===== config.mk =====
export PLATFORM = sky130hd
export DESIGN_NAME = serial_status_reg
export DESIGN_NICKNAME = d
export VERILOG_FILES = /design/src/rtl/ssr_pkg.sv /design/src/rtl/ssr_sticky_flag.sv /design/src/rtl/ssr_line_bits.sv /design/src/rtl/ssr_cpu_port.sv /design/src/rtl/serial_status_reg.sv
export SDC_FILE = /design/constraint.sdc
export NUM_CORES = 1
export LEC_CHECK = 0
export CAP_MARGIN = 10
export CORE_MARGIN = 2
export CORE_UTILIZATION = 39
export DETAILED_ROUTE_END_ITERATION = 10
export PLACE_DENSITY = 0.87
export SYNTH_ARGS = -nofsm -noshare
export SYNTH_HDL_FRONTEND = slang
export SYNTH_SLANG_ARGS = --single-unit

===== constraint.sdc =====
create_clock -name clk -period 2.1 [get_ports clk]
set_clock_uncertainty 0.2 [all_clocks]
set_input_delay 0.525 -clock clk [delete_from_list [all_inputs] [get_ports clk]]
set_output_delay 0.525 -clock clk [all_outputs]
set_load 0.005 [all_outputs]

===== src/rtl/ssr_pkg.sv =====
// Package: bit positions and reset value shared by the status register modules.
// Assumes an eight-bit register with the sticky flags in one contiguous range.
package ssr_pkg;
    localparam int REG_W   = 8;
    localparam int B_TXE   = 7;   // transmit buffer empty
    localparam int B_RXF   = 6;   // receive buffer full
    localparam int B_OVR   = 5;   // overrun error
    localparam int B_FRM   = 4;   // framing error
    localparam int B_PAR   = 3;   // parity error
    localparam int B_TEND  = 2;   // transmission done (level)
    localparam int B_MPB   = 1;   // received multiprocessor bit (level)
    localparam int B_MPBT  = 0;   // multiprocessor bit to send
    localparam int CLR_LO  = B_PAR;
    localparam int CLR_HI  = B_TXE;
    localparam int N_CLR   = CLR_HI - CLR_LO + 1;
    localparam logic [REG_W-1:0] INIT_VAL = 8'h84;
endpackage


===== src/rtl/ssr_sticky_flag.sv =====
// One software-clearable flag with its read-arm bit.
// Does: sets on a hardware event, arms when read as 1, clears on a write of 0
// only when armed; a set event in the same cycle as a clear wins and drops the arm.
// Assumes: rd_arm and wr_zero are already qualified by register select.
module ssr_sticky_flag #(
    parameter logic RST_VAL = 1'b0
) (
    input  logic clk,
    input  logic rst_n,
    input  logic init,
    input  logic set_evt,
    input  logic rd_arm,
    input  logic wr_zero,
    output logic flag,
    output logic armed
);

    logic clr_hit;
    assign clr_hit = wr_zero & armed;

    // Update flag and arm state from reset, events and the CPU handshake.
    always_ff @(posedge clk) begin
        if (!rst_n || init) begin
            flag  <= RST_VAL;
            armed <= 1'b0;
        end else if (set_evt) begin
            flag <= 1'b1;
            if (clr_hit)
                armed <= 1'b0;
            else if (rd_arm && flag)
                armed <= 1'b1;
        end else if (clr_hit) begin
            flag  <= 1'b0;
            armed <= 1'b0;
        end else if (rd_arm && flag) begin
            armed <= 1'b1;
        end
    end

    // An arm bit only exists while its flag is set.
    assert_arm_needs_flag_R7: assert property (@(posedge clk) disable iff (!rst_n)
        armed |-> flag);

    // An unarmed set flag cannot be dropped by the CPU.
    assert_unarmed_holds_R6: assert property (@(posedge clk) disable iff (!rst_n)
        (!init && !armed && flag) |=> flag);

    // A hardware set always leaves the flag at 1.
    assert_set_wins_R9: assert property (@(posedge clk) disable iff (!rst_n)
        (!init && set_evt) |=> flag);

    // An armed clear without a competing set empties flag and arm.
    assert_armed_clear_R7: assert property (@(posedge clk) disable iff (!rst_n)
        (!init && !set_evt && armed && wr_zero) |=> (!flag && !armed));

endmodule


===== src/rtl/ssr_line_bits.sv =====
// The three non-sticky bits: two read-only level mirrors and one read/write bit.
// Does: samples the transmission-done and received-multiprocessor levels each cycle,
// and loads the bit to send from CPU writes.
// Assumes: mpbt_we is already qualified by register select.
module ssr_line_bits (
    input  logic clk,
    input  logic rst_n,
    input  logic init,
    input  logic lvl_end,
    input  logic lvl_mpb,
    input  logic mpbt_we,
    input  logic mpbt_wd,
    input  logic ro_wr,
    output logic tx_end,
    output logic rx_mpb,
    output logic tx_mpb
);
    import ssr_pkg::*;

    // Sample the level inputs; reset loads the register's reset pattern.
    always_ff @(posedge clk) begin
        if (!rst_n || init) begin
            tx_end <= INIT_VAL[B_TEND];
            rx_mpb <= INIT_VAL[B_MPB];
        end else begin
            tx_end <= lvl_end;
            rx_mpb <= lvl_mpb;
        end
    end

    // Hold the multiprocessor bit to send, written by the CPU.
    always_ff @(posedge clk) begin
        if (!rst_n || init)
            tx_mpb <= INIT_VAL[B_MPBT];
        else if (mpbt_we)
            tx_mpb <= mpbt_wd;
    end

    // Level bits track their inputs even when the CPU writes their positions.
    assert_level_follow_R10: assert property (@(posedge clk) disable iff (!rst_n)
        (!init && ro_wr) |=> (tx_end == $past(lvl_end) && rx_mpb == $past(lvl_mpb)));

    // A write lands in the send bit.
    assert_mpbt_write_R11: assert property (@(posedge clk) disable iff (!rst_n)
        (!init && mpbt_we) |=> (tx_mpb == $past(mpbt_wd)));

endmodule


===== src/rtl/ssr_cpu_port.sv =====
// CPU access decode for the status register.
// Does: turns select and strobes into a read-arm pulse, a per-bit write-zero mask
// for the sticky flags, a send-bit write, and the read-back mux.
// Assumes: strobes are single-cycle and synchronous to clk.
module ssr_cpu_port
    import ssr_pkg::*;
(
    input  logic              sel,
    input  logic              rd,
    input  logic              wr,
    input  logic [REG_W-1:0]  wdata,
    input  logic [REG_W-1:0]  status,
    output logic              rd_arm,
    output logic [N_CLR-1:0]  zero_mask,
    output logic              mpbt_we,
    output logic              mpbt_wd,
    output logic              ro_wr,
    output logic [REG_W-1:0]  rdata
);

    logic wr_hit;

    // Qualify the strobes with the select.
    always_comb begin
        rd_arm = sel & rd;
        wr_hit = sel & wr;
    end

    // Write of 0 per sticky bit; writes of 1 produce no request.
    always_comb begin
        zero_mask = wr_hit ? ~wdata[CLR_HI:CLR_LO] : '0;
    end

    // Send-bit load and a marker for writes touching the read-only positions.
    always_comb begin
        mpbt_we = wr_hit;
        mpbt_wd = wdata[B_MPBT];
        ro_wr   = wr_hit & (wdata[B_TEND:B_MPB] != 2'b00);
    end

    // Read-back: the register while read, zero otherwise.
    always_comb begin
        rdata = rd_arm ? status : '0;
    end

endmodule


===== src/rtl/serial_status_reg.sv =====
// Status register of a serial port.
// Does: holds five sticky flags with a read-then-write-zero clear handshake,
// two read-only level mirrors and one read/write bit, and summarises the
// receive error flags for interrupt logic.
// Assumes: event inputs are single-cycle pulses except tx_enable and the lvl_* inputs.
module serial_status_reg
    import ssr_pkg::*;
(
    input  logic              clk,
    input  logic              rst_n,
    input  logic              standby,
    input  logic              sel,
    input  logic              rd,
    input  logic              wr,
    input  logic [REG_W-1:0]  wdata,
    output logic [REG_W-1:0]  rdata,
    input  logic              evt_tx_load,
    input  logic              tx_enable,
    input  logic              evt_rx_done,
    input  logic              evt_overrun,
    input  logic              evt_frame,
    input  logic              evt_parity,
    input  logic              lvl_tx_end,
    input  logic              lvl_rx_mpb,
    output logic [REG_W-1:0]  status,
    output logic              err_any
);

    logic              rd_arm;
    logic [N_CLR-1:0]  zero_mask;
    logic              mpbt_we;
    logic              mpbt_wd;
    logic              ro_wr;
    logic [N_CLR-1:0]  set_vec;
    logic [N_CLR-1:0]  flags;
    logic [N_CLR-1:0]  arms;
    logic              tx_end;
    logic              rx_mpb;
    logic              tx_mpb;

    // Map engine events onto the sticky bit positions (index 0 = lowest sticky bit).
    always_comb begin
        set_vec[B_TXE - CLR_LO] = evt_tx_load | ~tx_enable;
        set_vec[B_RXF - CLR_LO] = evt_rx_done;
        set_vec[B_OVR - CLR_LO] = evt_overrun;
        set_vec[B_FRM - CLR_LO] = evt_frame;
        set_vec[B_PAR - CLR_LO] = evt_parity;
    end

    ssr_cpu_port u_port (
        .sel       (sel),
        .rd        (rd),
        .wr        (wr),
        .wdata     (wdata),
        .status    (status),
        .rd_arm    (rd_arm),
        .zero_mask (zero_mask),
        .mpbt_we   (mpbt_we),
        .mpbt_wd   (mpbt_wd),
        .ro_wr     (ro_wr),
        .rdata     (rdata)
    );

    for (genvar i = 0; i < N_CLR; i++) begin : g_sticky
        ssr_sticky_flag #(
            .RST_VAL (INIT_VAL[CLR_LO + i])
        ) u_flag (
            .clk     (clk),
            .rst_n   (rst_n),
            .init    (standby),
            .set_evt (set_vec[i]),
            .rd_arm  (rd_arm),
            .wr_zero (zero_mask[i]),
            .flag    (flags[i]),
            .armed   (arms[i])
        );
    end

    ssr_line_bits u_line (
        .clk     (clk),
        .rst_n   (rst_n),
        .init    (standby),
        .lvl_end (lvl_tx_end),
        .lvl_mpb (lvl_rx_mpb),
        .mpbt_we (mpbt_we),
        .mpbt_wd (mpbt_wd),
        .ro_wr   (ro_wr),
        .tx_end  (tx_end),
        .rx_mpb  (rx_mpb),
        .tx_mpb  (tx_mpb)
    );

    // Assemble the register image.
    always_comb begin
        status                = '0;
        status[CLR_HI:CLR_LO] = flags;
        status[B_TEND]        = tx_end;
        status[B_MPB]         = rx_mpb;
        status[B_MPBT]        = tx_mpb;
    end

    // Summarise the receive error flags for interrupt logic.
    always_comb begin
        err_any = status[B_OVR] | status[B_FRM] | status[B_PAR];
    end

    // Standby restores the reset image with no arms left.
    assert_standby_init_R1: assert property (@(posedge clk) disable iff (!rst_n)
        standby |=> (status == INIT_VAL && arms == '0));

endmodule


==> results of run 1 <==
[power by group through the flow]
stage	clock [µW]	combinational (µW)	sequential [µW]
final	160	118	262
after CTS	164	117	261
after detailed placement	0	108	267
after floorplan	0	42.3	265
after global routing	174	126	263
after global placement	0	107	266
[synthesized netlist by cell type]
library cell | count | area share [%]
nand3b_1 | 4 | 4.4
dfxtp_1 | 13 | 39
a21bo_2 | 1 | 1.5
clkbuf_1 | 2 | 1.1
or3_1 | 1 | 0.93
buf_6 | 1 | 1.7
buf_2 | 1 | 0.74
nor3_2 | 5 | 7.4
nand3_1 | 1 | 0.74
a31oi_1 | 5 | 4.6
buf_4 | 8 | 8.9
and3_2 | 8 | 8.9
nand2b_2 | 1 | 1.3
a21oi_1 | 1 | 0.74
or2_2 | 1 | 0.93
o21ai_1 | 1 | 0.74
inv_1 | 6 | 3.3
nor2_1 | 1 | 0.56
and4b_1 | 5 | 7.4
and4bb_2 | 1 | 1.9
o22ai_1 | 4 | 3.7
[repair_timing]
| item | in CTS | in global routing |
|---|---|---|
| endpoints found under the setup margin | 9 | 2 |
| resized for setup | 23 | 2 |
| setup buffers | 6 | 0 |
| endpoints found under the hold margin | 0 | 0 |
| gates cloned | 2 | 0 |
[per-layer routing]
metal	vias up	wire length, µm	share of wire [%]	GRT usage, %
met1	323	745	39	23.9
met2	39	974	52	34.1
met5	-	0	0	0
li1	334	-	-	-
met3	5	141	7.5	4.76
met4	0	29	1.5	11.8
[through the flow]
stage | hold WS, ns | setup TNS (ns)
finish | 0.298 | 0
global route | 0.321 | 0
CTS | 0.292 | 0
detailed placement | 0.280 | -3.58
global placement | 0.272 | -3.58
floorplan | 0.255 | 0
[how the worst max path moves through the flow]
| stage | start | end | slack (ns) | cells past startpoint |
|---|---|---|---|---|
| 2_1_floorplan | rd | rdata[1] | 0.45 | 2 |
| 6_report | rd | rdata[7] | 0.02 | 5 |
| 3_3_place_gp | rd | rdata[4] | -0.46 | 4 |
| 5_1_grt | rd | rdata[7] | 0.00002 | 5 |
| 3_5_place_dp | rd | rdata[5] | -0.47 | 4 |
| 4_1_cts | sel | rdata[5] | 0.006 | 5 |
[critical path: stages]
cell	delay (ns)
buf_2	0.12
buf_6	0.12
buf_4	0.13
and3_2	0.20
dlygate4sd2_1	0.25
[registers in the layout, summed over array words and instances, names as in the netlist]
| name | count |
|---|---|
| u_line.tx_end | 1 |
| g_sticky.u_flag.flag | 5 |
| u_line.rx_mpb | 1 |
| u_line.tx_mpb | 1 |
| g_sticky.u_flag.armed | 5 |
[layout by cell type (no fill, tap or decap), drive strengths merged]
master | synthesis | routed
clkbuf | 2 | 5
nor2 | 1 | 1
nand2b | 1 | 1
clkdlybuf4s50 | 0 | 25
or2 | 1 | 1
buf | 10 | 15
and4b | 5 | 5
a21oi | 1 | 1
and3 | 8 | 8
inv | 6 | 6
o22ai | 4 | 4
nor3 | 5 | 5
dlygate4sd2 | 0 | 6
a21bo | 1 | 1
a31oi | 5 | 5
dfxtp | 13 | 13
o21ai | 1 | 1
and4bb | 1 | 1
or3 | 1 | 1
clkdlybuf4s15 | 0 | 3
nand3 | 1 | 1
nand3b | 4 | 4
[cells by family (layout without fill, tap and decap cells)]
family	Yosys count	after routing
AO/OA/AOI/OAI	12	12
AND/OR/NAND/NOR	28	28
flip-flops	13	13
buffers and inverters	18	60
[final cells by class]
class / instances / area (µm²) / share of cell area (%)
clock buffer: 4 / 26.3 / 2.39
inverter: 6 / 22.5 / 2.05
multi-input combinational: 40 / 309 / 28.1
sequential: 13 / 262 / 23.8
tap: 17 / 21.3 / 1.94
timing repair buffer: 50 / 458 / 41.7
==> flow_metrics.py, run 1 <==
metrics = {
    "status": {
        "status": "complete, no violations",
    },
    "synth": {
        "synth_top_family_by_area": "simple AND/OR/NAND/NOR gates",
        "netlist_area_um2": 676,
        "syn_avg_cell_area_um2": 9.52,
        "synth_fa_ha_area_share_pct": 0,
        "syn_nets": 93,
        "synth_cell_types": 21,
        "synth_mux_area_share_pct": 0,
        "synth-xor-area-share_pct": 0,
        "seq_area_frac_synth_pct": 38.5,
        "synth-simple-area-share_pct": 34.4,
        "ys_seq_elements": 13,
        "syn_inst": 71,
        "synth_compound_area_share_pct": 11.3,
        "yosysWarnings": 0,
    },
    "critical_path": {
        "r2r_end": "g_sticky[0].u_flag.flag",
        "crit_type": "in -> out",
        "reg2reg_from": "g_sticky[0].u_flag.armed",
        "path_max_fanout": 6,
        "critPathRequiredTime_ns": 1.37,
        "crit_path_end_kind": "output pin",
        "r2r_slack_ns": 1.10,
        "critPathArrivalTime_ns": 1.35,
        "reg2reg_depth": 2,
        "start_kind": "input port",
    },
    "place": {
        "gp_congestion": 0.745,
        "place_inst": 118,
        "numPortBuffers": 36,
        "place_area_um2": 1020,
        "place_hpwl_um": 1210,
        "place_ws_ns": -0.467,
    },
    "cells_and_area": {
        "final_area_um2": 1100,
        "finalNonFillerCells": 130,
        "final_nets": 136,
        "diodes": 0,
        "drive_above_1_share_pct": 33.6,
        "fillers": 133,
        "fin_util_pct": 65.8,
        "area_growth_pct": 62.6,
    },
    "timing": {
        "max_freq_ghz": 0.481,
        "setup_violations": 0,
        "fin_crit_sh_pct": 99.0,
        "setup_slack_ns": 0.0211,
        "tightest_slew_ns": 0.251,
        "slew_headroom_pct": 83.2,
        "rsz0062_at_grt": "no",
        "hold_viol_final": 0,
        "min_period_ns": 2.08,
        "maxSlewViolCount": 0,
    },
    "die": {
        "initial_utilization_pct": 40.4,
        "core_area_um2": 1670,
        "num_rows": 15,
        "die_area_um2": 2080,
        "die_y_um": 45.6,
        "io_pins": 39,
        "die_x_um": 45.6,
    },
    "detailed_routing": {
        "vias": 701,
        "drt-initial-drc-count": 10,
        "drtPass1Iterations": 4,
        "remaining_drc_errors": 0,
        "routed_via_density": 5.39,
        "ant_nets": 0,
        "routedWlPerCell_um": 14.5,
        "routed_wl_um": 1890,
    },
    "power": {
        "p_switching_uw": 133,
        "switching_share_pct": 24.7,
        "seqPwrFrac_pct": 48.5,
        "internal-power_uw": 406,
        "vdd_ir_drop_max_uv": 292,
        "combPwrFrac_pct": 21.8,
        "total_power_uw": 539,
        "leakage_uw": 0.000505,
        "clkPwrFrac_pct": 29.7,
        "power_density_nw_per_um2": 491,
    },
    "clocking": {
        "cts_buffers": 3,
        "clockRootBuffer": "clkbuf_4",
        "cts_max_level": 1,
        "cts_sinks": 13,
        "cts_buffer_depth": 2,
        "cts_tree": "yes",
        "clkLatencyLatePin_ns": 0.28,
        "clkTransAtPathRegs_ns": 0.09,
        "ctsHoldBuffers": 0,
    },
    "global_route": {
        "grt_max_degree": 12,
        "grt_pass1_wl_um": 2970,
        "grt_remaining_overflow": 0,
        "globalRouteTotalUtil_pct": 20.5,
        "antenna_found_initial": 0,
        "grt_pass1_vias": 658,
    },
    "hold_path": {
        "min_to": "g_sticky[4].u_flag.flag",
        "min-delay-start": "g_sticky[4].u_flag.flag",
        "hold_path_class": "reg -> reg",
        "holdPathStages": 2,
    },
    "run": {
        "drv_cap": 0,
    },
}
(Power assumes the default switching activity.)
==> run 2: changes to the inputs <==
--- a/config.mk
+++ b/config.mk
@@ -10,6 +10,7 @@
 export CORE_UTILIZATION = 39
 export DETAILED_ROUTE_END_ITERATION = 10
 export PLACE_DENSITY = 0.87
+export SLEW_MARGIN = 5
 export SYNTH_ARGS = -nofsm -noshare
 export SYNTH_HDL_FRONTEND = slang
 export SYNTH_SLANG_ARGS = --single-unit
==> results of run 2 <==
No change in the layout: final DEF, timing and power equal those of run 1.
==> run 3: changes to the inputs <==
--- a/config.mk
+++ b/config.mk
@@ -5,11 +5,13 @@
 export SDC_FILE = /design/constraint.sdc
 export NUM_CORES = 1
 export LEC_CHECK = 0
+export ABC_AREA = 1
 export CAP_MARGIN = 10
 export CORE_MARGIN = 2
 export CORE_UTILIZATION = 39
+export CTS_BUF_LIST = sky130_fd_sc_hd__clkbuf_8 sky130_fd_sc_hd__clkbuf_16
 export DETAILED_ROUTE_END_ITERATION = 10
-export PLACE_DENSITY = 0.87
+export PLACE_DENSITY = 0.88
 export SLEW_MARGIN = 5
 export SYNTH_ARGS = -nofsm -noshare
 export SYNTH_HDL_FRONTEND = slang
==> run 3 against run 2 <==
  * Critical path depth fell by 1
  * Clock-buffer cell count fell by 1
  * Register-to-register slack got worse by 0.02 ns
==> flow_metrics.py, run 3 <==
metrics = {
    "place": {
        "place_area_um2": 987,
        "gp_congestion": 0.722,
        "numPortBuffers": 36,
        "place_hpwl_um": 1190,
    },
    "power": {
        "seqPwrFrac_pct": 45.5,
        "p_switching_uw": 126,
        "combPwrFrac_pct": 17.2,
        "power_density_nw_per_um2": 549,
        "clkPwrFrac_pct": 37.3,
        "internal-power_uw": 446,
        "switching_share_pct": 22.1,
        "vdd_ir_drop_max_uv": 365,
        "leakage_uw": 0.000587,
    },
    "timing": {
        "fin_crit_sh_pct": 98.9,
        "slew_headroom_pct": 85.7,
        "tightest_slew_ns": 0.215,
        "hold_viol_final": 0,
        "maxSlewViolCount": 0,
        "max_freq_ghz": 0.481,
        "min_period_ns": 2.08,
        "rsz0062_at_grt": "yes",
        "setup_violations": 0,
    },
    "critical_path": {
        "crit_type": "in -> out",
        "critPathRequiredTime_ns": 1.37,
        "crit_path_end_kind": "output pin",
        "reg2reg_depth": 5,
        "reg2reg_from": "g_sticky[0].u_flag.flag",
        "cp.buffers_inverters": 3,
        "critPathMaxStageDelay_ns": 0.49,
        "cpMaxStageDelayCell": "clkdlybuf4s50_1",
        "cp_top_family": "buffers and inverters",
        "path_max_fanout": 7,
        "r2r_end": "g_sticky[0].u_flag.armed",
        "crit_chain": "clkbuf_4 -> nand3_1 -> inv_1 -> clkdlybuf4s50_1",
        "r2r_slack_ns": 1.08,
        "critPathArrivalTime_ns": 1.35,
        "start_kind": "input port",
    },
    "global_route": {
        "grt_remaining_overflow": 0,
        "globalRouteTotalUtil_pct": 17.0,
        "grt_max_degree": 15,
        "grt_pass1_wl_um": 2430,
        "antenna_found_initial": 0,
        "grt_pass1_vias": 601,
    },
    "synth": {
        "async_flop_share_pct": 0,
        "synth_top_area_cell": "dfxtp_1",
        "netlist_top_cells_count": "26 x nand2_1, 21 x inv_1, 16 x nor2_1, 13 x dfxtp_1",
        "yosysWarnings": 0,
        "yosysTopAreaCellShare_pct": 39.9,
        "synth.most_common_cell": "nand2_1",
        "synth_edf_count": 0,
        "synth_flop_cell": "dfxtp_1",
        "seq_area_frac_synth_pct": 39.9,
        "ys_seq_elements": 13,
        "synth_cell_types": 12,
        "synthTopCellsByArea": "dfxtp_1 40%, nand2_1 15%, inv_1 12%, buf_4 10%, nor2_1 9.2%",
        "syn_inst": 102,
        "syn_avg_cell_area_um2": 6.39,
        "syn_nets": 124,
        "netlist_area_um2": 652,
    },
    "clocking": {
        "cts_buffers": 3,
        "cts_buffer_depth": 2,
        "ctsHoldBuffers": 0,
        "clkTransAtPathRegs_ns": 0.05,
        "clockRootBuffer": "clkbuf_8",
        "clkLatencyLatePin_ns": 0.24,
        "cts_setup_buffers": 0,
        "cts_tree": "yes",
        "cts_sinks": 13,
        "cts_max_level": 1,
    },
    "hold_path": {
        "min-delay-start": "g_sticky[4].u_flag.flag",
        "min_to": "g_sticky[4].u_flag.flag",
        "holdPathStages": 2,
        "hold_path_class": "reg -> reg",
    },
    "cells_and_area": {
        "area_growth_pct": 60.1,
        "fin_util_pct": 67.7,
        "final_nets": 159,
        "final_area_um2": 1040,
        "layout_commonest_cell": "clkdlybuf4s50_1",
        "drive_above_1_share_pct": 11.0,
        "largestRegisters": "g_sticky.u_flag.armed (5), g_sticky.u_flag.flag (5)",
        "diodes": 0,
        "fillers": 128,
        "mostFrequentLayoutCells": "29 x clkdlybuf4s50_1, 25 x nand2_1, 22 x inv_1, 16 x nor2_1, 13 x dfxtp_1",
    },
    "detailed_routing": {
        "ant_nets": 0,
        "routedWlPerCell_um": 9.87,
        "vias": 673,
        "routed_wl_um": 1500,
        "drtPass1Iterations": 5,
        "drt-initial-drc-count": 13,
        "remaining_drc_errors": 0,
        "routed_via_density": 4.43,
    },
    "die": {
        "core_area_um2": 1540,
        "die_y_um": 44.9,
        "io_pins": 39,
        "die_x_um": 44.9,
        "num_rows": 14,
        "die_area_um2": 2010,
        "initial_utilization_pct": 42.3,
    },
    "status": {
        "status": "complete, no violations",
    },
    "run": {
        "drv_cap": 0,
    },
}
-- run 3: changes by cell type after synthesis, sizes merged, moves of 2 or more --
cell    change
clkbuf      -2
a31oi       -5
nand3       +8
o22ai       -4
inv        +17
nor2       +15
nand3b      -4
and3        -8
nand2      +28
and4b       -5
nor3        -4
-- run 3: cells by family after synthesis --
kind of cell           count (synthesis)  share of synthesized area, %
buffers and inverters                 32                          23.6
and+or+nand+nor                       56                          35.7
DFF                                   13                          39.9
AOI/OAI and AO/OA                      1                         0.767
-- run 3: final cells by class --
cell class / count / area, µm² / share of cell area (%)
timing repair buffer: 39 / 387 / 37.1
sequential: 13 / 260 / 24.9
multi-input combinational: 57 / 245 / 23.5
inverter: 23 / 86.3 / 8.27
clock buffer: 3 / 41.3 / 3.96
tap: 16 / 20.0 / 1.92
clock inverter: 1 / 3.75 / 0.360
-- run 3: timing repair --
item                                   in CTS  in global routing
gates resized for setup                    10                  7
endpoints found under the hold margin       0                  0
setup endpoints to repair                   9                  8
-- run 3: worst max path at each step --
stage	from	slack, ns	cells past startpoint	to
CTS	sel	0.006	4	rdata[1]
global placement	sel	-0.51	4	rdata[1]
global route	sel	-0.02	4	rdata[4]
floorplan	rd	0.68	2	rdata[0]
detailed placement	sel	-0.53	4	rdata[1]
finish	sel	0.02	4	rdata[6]
-- run 3: routing by layer --
layer | vias to the layer above | part of all wire [%] | track usage [%]
met1 | 297 | 37 | 17.6
met4 | 0 | 0.53 | 5.29
li1 | 359 | - | -
met5 | - | 0 | 0
met3 | 2 | 5.1 | 7.20
met2 | 15 | 58 | 30.7
-- run 3: worst min-delay path, delay by kind of cell, from the launching register on --
kind | cells | cell delay [ns]
flip-flops | 1 | 0.33
AND/OR/NAND/NOR | 2 | 0.11
-- run 3: per-stage QoR --
| stage | total power, µW | setup TNS, ns | hold WS, ns | cells | worst slack (ns) |
|---|---|---|---|---|---|
| detailed placement | 367 | -3.87 | 0.259 | 148 | -0.532 |
| finish | 573 | 0 | 0.279 | 152 | 0.0225 |
| CTS | 579 | 0 | 0.267 | 152 | 0.00640 |
| global route | 600 | -0.0526 | 0.298 | 152 | -0.0184 |
| global placement | 364 | -3.77 | 0.254 | 148 | -0.507 |
| floorplan | 304 | 0 | 0.243 | 102 | 0.684 |
-- run 3: power by group through the flow --
stage / registers (µW) / clock network, µW / logic, µW
2_1_floorplan: 265 / 0 / 39.0
3_3_place_gp: 266 / 0 / 98.4
3_5_place_dp: 266 / 0 / 101
4_1_cts: 261 / 220 / 98.4
5_1_grt: 262 / 230 / 108
6_report: 261 / 214 / 98.5
